==> src/rtl/hc_sched_pkg.sv <==
package hc_sched_pkg;

    localparam int WR_W    = 8;
    localparam int N_SCHED = 2;

    // command register bit positions
    localparam int BIT_RUN  = 0;
    localparam int BIT_PER  = 1;
    localparam int BIT_ASY  = 2;
    localparam int BIT_DB   = 3;
    localparam int BIT_LRST = 4;

    // status register bit positions
    localparam int ST_HALT = 0;
    localparam int ST_PER  = 1;
    localparam int ST_ASY  = 2;
    localparam int ST_ADV  = 3;

    // schedule index in the enable/status vectors
    localparam int SCH_PER = 0;
    localparam int SCH_ASY = 1;

    typedef enum logic [1:0] {
        HS_RUN      = 2'd0,
        HS_STOPPING = 2'd1,
        HS_HALTED   = 2'd2
    } halt_st_e;

    typedef enum logic [1:0] {
        DB_IDLE = 2'd0,
        DB_WAIT = 2'd1,
        DB_ACK  = 2'd2
    } db_st_e;

    typedef struct packed {
        logic               run;
        logic [N_SCHED-1:0] sched_en;
    } cmd_t;

    typedef struct packed {
        logic ring;
        logic adv_clr;
        logic run_wr;
        logic run_val;
    } wr_evt_t;

    function automatic logic [WR_W-1:0] pack_cmd(cmd_t c, logic db);
        logic [WR_W-1:0] v;
        v           = '0;
        v[BIT_RUN]  = c.run;
        v[BIT_PER]  = c.sched_en[SCH_PER];
        v[BIT_ASY]  = c.sched_en[SCH_ASY];
        v[BIT_DB]   = db;
        v[BIT_LRST] = 1'b0;
        return v;
    endfunction

    function automatic logic [WR_W-1:0] pack_sts(logic halted, logic [N_SCHED-1:0] sts, logic adv);
        logic [WR_W-1:0] v;
        v          = '0;
        v[ST_HALT] = halted;
        v[ST_PER]  = sts[SCH_PER];
        v[ST_ASY]  = sts[SCH_ASY];
        v[ST_ADV]  = adv;
        return v;
    endfunction

endpackage

==> src/rtl/hc_cmd_regs.sv <==
module hc_cmd_regs
    import hc_sched_pkg::*;
(
    input  logic            clk,
    input  logic            rst,
    input  logic            wr_en,
    input  logic            wr_sel,
    input  logic [WR_W-1:0] wr_data,
    output cmd_t            cmd_q,
    output wr_evt_t         evt
);

    logic cmd_wr;
    logic sts_wr;
    logic unused_hi_bits;

    assign cmd_wr = wr_en && !wr_sel;
    assign sts_wr = wr_en && wr_sel;

    // light-reset and upper bits carry no state
    assign unused_hi_bits = ^wr_data[WR_W-1:BIT_LRST];

    always_ff @(posedge clk) begin
        if (rst) begin
            cmd_q <= '0;
        end else if (cmd_wr) begin
            cmd_q.run               <= wr_data[BIT_RUN];
            cmd_q.sched_en[SCH_PER] <= wr_data[BIT_PER];
            cmd_q.sched_en[SCH_ASY] <= wr_data[BIT_ASY];
        end
    end

    always_comb begin
        evt.ring    = cmd_wr && wr_data[BIT_DB];
        evt.adv_clr = sts_wr && wr_data[ST_ADV];
        evt.run_wr  = cmd_wr;
        evt.run_val = wr_data[BIT_RUN];
    end

    a_r2_hold_without_write: assert property (@(posedge clk) disable iff (rst)
        !$past(cmd_wr) |-> $stable(cmd_q));

endmodule

==> src/rtl/hc_sched_track.sv <==
module hc_sched_track (
    input  logic clk,
    input  logic rst,
    input  logic en,
    input  logic safe,
    output logic sts
);

    always_ff @(posedge clk) begin
        if (rst) begin
            sts <= 1'b0;
        end else if (safe) begin
            sts <= en;
        end
    end

    // no status movement away from a safe point
    a_r3_hold_off_safe: assert property (@(posedge clk) disable iff (rst)
        !$past(safe) |-> $stable(sts));

    a_r3_change_needs_enable: assert property (@(posedge clk) disable iff (rst)
        (sts != $past(sts)) |-> (sts == $past(en)));

endmodule

==> src/rtl/hc_doorbell.sv <==
module hc_doorbell
    import hc_sched_pkg::*;
(
    input  logic clk,
    input  logic rst,
    input  logic ring,
    input  logic asy_sts,
    input  logic evict_done,
    input  logic adv_clr,
    output logic db,
    output logic adv_evt
);

    db_st_e st;
    logic   post;

    assign post = (st == DB_WAIT) && evict_done;
    assign db   = (st != DB_IDLE);

    always_ff @(posedge clk) begin
        if (rst) begin
            st <= DB_IDLE;
        end else begin
            unique case (st)
                DB_IDLE: if (ring && asy_sts) st <= DB_WAIT;
                DB_WAIT: if (evict_done) st <= DB_ACK;
                DB_ACK:  st <= DB_IDLE;
                default: st <= DB_IDLE;
            endcase
        end
    end

    always_ff @(posedge clk) begin
        if (rst) begin
            adv_evt <= 1'b0;
        end else if (post) begin
            adv_evt <= 1'b1;
        end else if (adv_clr) begin
            adv_evt <= 1'b0;
        end
    end

    a_r4_ring_needs_async: assert property (@(posedge clk) disable iff (rst)
        $rose(db) |-> ($past(asy_sts) && $past(ring)));

    a_r5_event_source: assert property (@(posedge clk) disable iff (rst)
        $rose(adv_evt) |-> ($past(db) && $past(evict_done)));

    a_r6_clear_after_event: assert property (@(posedge clk) disable iff (rst)
        $fell(db) |-> $past(adv_evt));

    a_r7_clear_by_write: assert property (@(posedge clk) disable iff (rst)
        $fell(adv_evt) |-> $past(adv_clr));

endmodule

==> src/rtl/hc_halt_ctl.sv <==
module hc_halt_ctl
    import hc_sched_pkg::*;
#(
    parameter int STOP_LAT = 4
) (
    input  logic clk,
    input  logic rst,
    input  logic run_wr,
    input  logic run_val,
    input  logic walk_busy,
    output logic halted
);

    localparam int              CNT_W = $clog2(STOP_LAT + 1);
    localparam logic [CNT_W-1:0] LAST = CNT_W'(STOP_LAT - 1);

    halt_st_e         st;
    logic [CNT_W-1:0] cnt;

    assign halted = (st == HS_HALTED);

    always_ff @(posedge clk) begin
        if (rst) begin
            st  <= HS_HALTED;
            cnt <= '0;
        end else if (run_wr && run_val) begin
            st  <= HS_RUN;
            cnt <= '0;
        end else if (run_wr && (st == HS_RUN)) begin
            st  <= HS_STOPPING;
            cnt <= '0;
        end else if (st == HS_STOPPING) begin
            if (walk_busy) begin
                cnt <= '0;
            end else if (cnt == LAST) begin
                st  <= HS_HALTED;
                cnt <= '0;
            end else begin
                cnt <= cnt + 1'b1;
            end
        end
    end

    a_r9_rise_when_idle: assert property (@(posedge clk) disable iff (rst)
        $rose(halted) |-> (!$past(walk_busy) && !$past(run_wr && run_val)));

    a_r10_run_write_unhalts: assert property (@(posedge clk) disable iff (rst)
        $past(run_wr && run_val) |-> !halted);

endmodule

==> src/rtl/hc_sched_handshake.sv <==
module hc_sched_handshake
    import hc_sched_pkg::*;
#(
    parameter int STOP_LAT = 4
) (
    input  logic            clk,
    input  logic            rst,
    input  logic            wr_en,
    input  logic            wr_sel,
    input  logic [WR_W-1:0] wr_data,
    input  logic            walk_safe,
    input  logic            walk_busy,
    input  logic            evict_done,
    output logic [WR_W-1:0] cmd_rd,
    output logic [WR_W-1:0] sts_rd
);

    cmd_t               cmd_q;
    wr_evt_t            evt;
    logic [N_SCHED-1:0] sched_sts;
    logic               db;
    logic               adv_evt;
    logic               halted;

    hc_cmd_regs u_regs (
        .clk     (clk),
        .rst     (rst),
        .wr_en   (wr_en),
        .wr_sel  (wr_sel),
        .wr_data (wr_data),
        .cmd_q   (cmd_q),
        .evt     (evt)
    );

    for (genvar g = 0; g < N_SCHED; g++) begin : g_trk
        hc_sched_track u_trk (
            .clk  (clk),
            .rst  (rst),
            .en   (cmd_q.sched_en[g]),
            .safe (walk_safe),
            .sts  (sched_sts[g])
        );
    end

    hc_doorbell u_db (
        .clk        (clk),
        .rst        (rst),
        .ring       (evt.ring),
        .asy_sts    (sched_sts[SCH_ASY]),
        .evict_done (evict_done),
        .adv_clr    (evt.adv_clr),
        .db         (db),
        .adv_evt    (adv_evt)
    );

    hc_halt_ctl #(.STOP_LAT(STOP_LAT)) u_halt (
        .clk       (clk),
        .rst       (rst),
        .run_wr    (evt.run_wr),
        .run_val   (evt.run_val),
        .walk_busy (walk_busy),
        .halted    (halted)
    );

    assign cmd_rd = pack_cmd(cmd_q, db);
    assign sts_rd = pack_sts(halted, sched_sts, adv_evt);

    a_r8_run_not_halted: assert property (@(posedge clk) disable iff (rst)
        cmd_q.run |-> !halted);

    a_r4_doorbell_async_on: assert property (@(posedge clk) disable iff (rst)
        (db && !$past(db)) |-> $past(sched_sts[SCH_ASY]));

endmodule

==> config.mk <==
export PLATFORM = sky130hd
export DESIGN_NAME = hc_sched_handshake
export DESIGN_NICKNAME = d
export VERILOG_FILES = /design/src/rtl/hc_sched_pkg.sv /design/src/rtl/hc_cmd_regs.sv /design/src/rtl/hc_sched_track.sv /design/src/rtl/hc_doorbell.sv /design/src/rtl/hc_halt_ctl.sv /design/src/rtl/hc_sched_handshake.sv
export SDC_FILE = /design/constraint.sdc
export NUM_CORES = 1
export LEC_CHECK = 0
export BUFFER_PORTS_ARGS = -buffer_cell sky130_fd_sc_hd__buf_4
export CAP_MARGIN = 20
export CORE_MARGIN = 2
export CORE_UTILIZATION = 25
export CTS_BUF_LIST = sky130_fd_sc_hd__clkbuf_4
export DETAILED_ROUTE_END_ITERATION = 16
export SYNTH_ARGS = -nofsm -noshare
export SYNTH_HDL_FRONTEND = slang
export SYNTH_SLANG_ARGS = --single-unit
==> constraint.sdc <==
create_clock -name clk -period 2.5 [get_ports clk]
set_clock_uncertainty 0.05 [all_clocks]
set_input_delay 0.375 -clock clk [delete_from_list [all_inputs] [get_ports clk]]
set_output_delay 0.375 -clock clk [all_outputs]
set_load 0.01 [all_outputs]
==> flow_summary.ini <==
[layout]
final_core_util_pct = 29.59
drive_above_1_share_pct = 34.48
regArea_um2 = 260.3
fillCellCount = 304
n_antenna_cell = 0
synthToLayoutAreaGrowth_pct = 14.06
final_cells = 118
multi_input_area_um2 = 330.3
fin_nets = 104
finalInstanceArea_um2 = 802.0

[routing]
wl_mm = 1.233
post_drt_wl_per_cell_um = 10.45
dr.first_iter.drc_count = 6
drcViolationCount = 0
vias = 510
antenna_left = 0
drt_first_pass_iters = 4
viasPerCell = 4.322

[setup_path]
slowest_stage = dfxtp_1
worst_setup_path_end_kind = output pin
critPathTopFamily = flip-flops
required_ns = 2.08
path_buf_inv = 2
crit_fanout = 5
cp.arrival_ns = 1.05
crit_path_start_kind = register
crit_chain = inv_1, nor2_1, buf_4
critPathKind = register to output pin
cpPeakStageDelay_ns = 0.41

[synthesis]
syn_area_um2 = 703.2
yosysTopAreaCell = dfxtp_1
synth.avg_cell_area_um2 = 9.376
yosys-top-cells-count = 16 x buf_4, 13 x dfxtp_1, 9 x nor2_1
yosys.area.top_type_share_pct = 37.01
synth_cells = 75
synth_ff_type = dfxtp_1
synthTopCellsByArea = dfxtp_1 37%, buf_4 17%, mux2i_1 5.7%
synthArstFlopShare_pct = 0
yosysSeqAreaShare_pct = 37.01
synth_most_common_cell = buf_4
yosys_warnings = 0
synth_cell_types = 29
ys_seq_elements = 13
synth-edff-count = 0

[grt]
use_met1_pct = 9.510
grt_usage_pct = 8.032
grtUsageMet3_pct = 1.587
gr-usage-met2_pct = 13.79
grt_pass1_wl_mm = 2.104
grt_overflow = 0
grt_max_degree = 9
grt_pass1_vias = 507
grt_antenna_before_repair = 0
grt-busiest-layer = met2

[power_and_ir_drop]
power.leakage_nw = 0.3632
comb_power_share_pct = 12.5
switching_power_mw = 0.09279
swShare_pct = 23.10
p_seq_share_pct = 53.6
report.power.total_mw = 0.4016
pwr-share-clk_pct = 33.8
ir_drop_uv = 196.1
powerDensity_nw_per_um2 = 500.8
internal-power_mw = 0.3088

[die]
die-area_um2 = 3253
die_w_um = 57.04
initial_core_util_pct = 25.95
fp.dieH_um = 57.04
fp.coreArea_um2 = 2710
rows = 19
ios = 31

[sta]
min_period_ns = 1.475
slew_viol_final = 0
layout_worst_path_cycle_share_pct = 58.99
fmax_mhz = 678.1
rsz0062_at_grt = no
holdWs_ns = 0.2861
finalSetupTns_ns = 0
fin_ws_ns = 1.025
hold_viol_final = 0
setup_viol = 0

[run]
maxCapViolations = 0

[placed_design]
place_congestion = 0.7376
placed_cell_area_um2 = 772.0
post-place-cells = 114
place_ws_ns = 1.302
dp_hpwl_mm = 1.017
port_buffers = 18

[clocking]
cts.reportedPaths.clkPinSlew_ns = 0.08
cts_tree = done
cts_resized = 0
insertion_delay_ns = 0.26
cts_root_buf = clkbuf_4
cts_hold_buf = 0
numClockSinks = 13
cts_max_path_buffers = 2
post_cts_buffers = 0
numCtsBuffers = 3
cts_max_level = 1

[outcome]
outcome = finished, final reports clean

[hold_path]
hold_class = input pin to register
## cell type report
cell class / instances / area share [%]
multi-input combinational: 50 / 41.19
sequential: 13 / 32.45
timing repair buffer: 18 / 16.85
tap: 31 / 4.836
clock buffer: 4 / 3.744
inverter: 2 / 0.9360
## placed cells by master, fill, tap and decap left out, drive strengths merged
master and instances:
buf 18, dfxtp 13, nor2 9, conb 8
mux2i 4, nand2b 4, clkbuf 4, nand2 3
a21oi 3, inv 2, o21ai 2, or2 1
nor2b 1, o21bai 1, a21o 1, nor4b 1
a22oi 1, and4bb 1, nand3b 1, nand3 1
and3 1, a31o 1, nand4b 1, a21boi 1
and2b 1, nand4 1, a211oi 1, ha 1
## layer usage
metal	up-vias	part of all wire, %
met5	-	0
met4	0	0.49
met3	2	6.8
met2	20	49
met1	233	44
li1	255	-
## logic make-up after synthesis
kind of cell | synth area share [%]
muxes | 5.694
and+or+nand+nor | 23.31
AOI/OAI and AO/OA | 11.92
other | 0.5333
DFF | 37.01
adders and majority gates | 1.779
buffers and inverters | 19.75
## worst paths after layout
check | start | endpoint | slack, ns | cells past startpoint
worst max-delay path | u_halt.st[1] | sts_rd[0] | 1.03 | 3
worst min-delay path | rst | u_regs.cmd_q[2] | 0.29 | 2
worst max register to register | u_halt.cnt[0] | u_halt.st[1] | 1.32 | 4
worst min register to register | u_halt.cnt[1] | u_halt.cnt[1] | 0.43 | 2
## sequential cells by signal, summed over array words and instances, names as in the netlist
signal	count
u_halt.cnt	3
u_halt.st	2
u_db.adv_evt	1
u_regs.cmd_q	3
g_trk.u_trk.sts	2
u_db.st	2
## power groups by stage
stage / Combinational [mW] / Clock (mW) / Sequential, mW
4_1_cts: 0.0510 / 0.145 / 0.215
3_3_place_gp: 0.0499 / 0 / 0.220
3_5_place_dp: 0.0510 / 0 / 0.220
5_1_grt: 0.0564 / 0.156 / 0.216
2_1_floorplan: 0.0429 / 0 / 0.220
6_report: 0.0504 / 0.136 / 0.215
No activity file was read; power rests on OpenSTA's default activity.
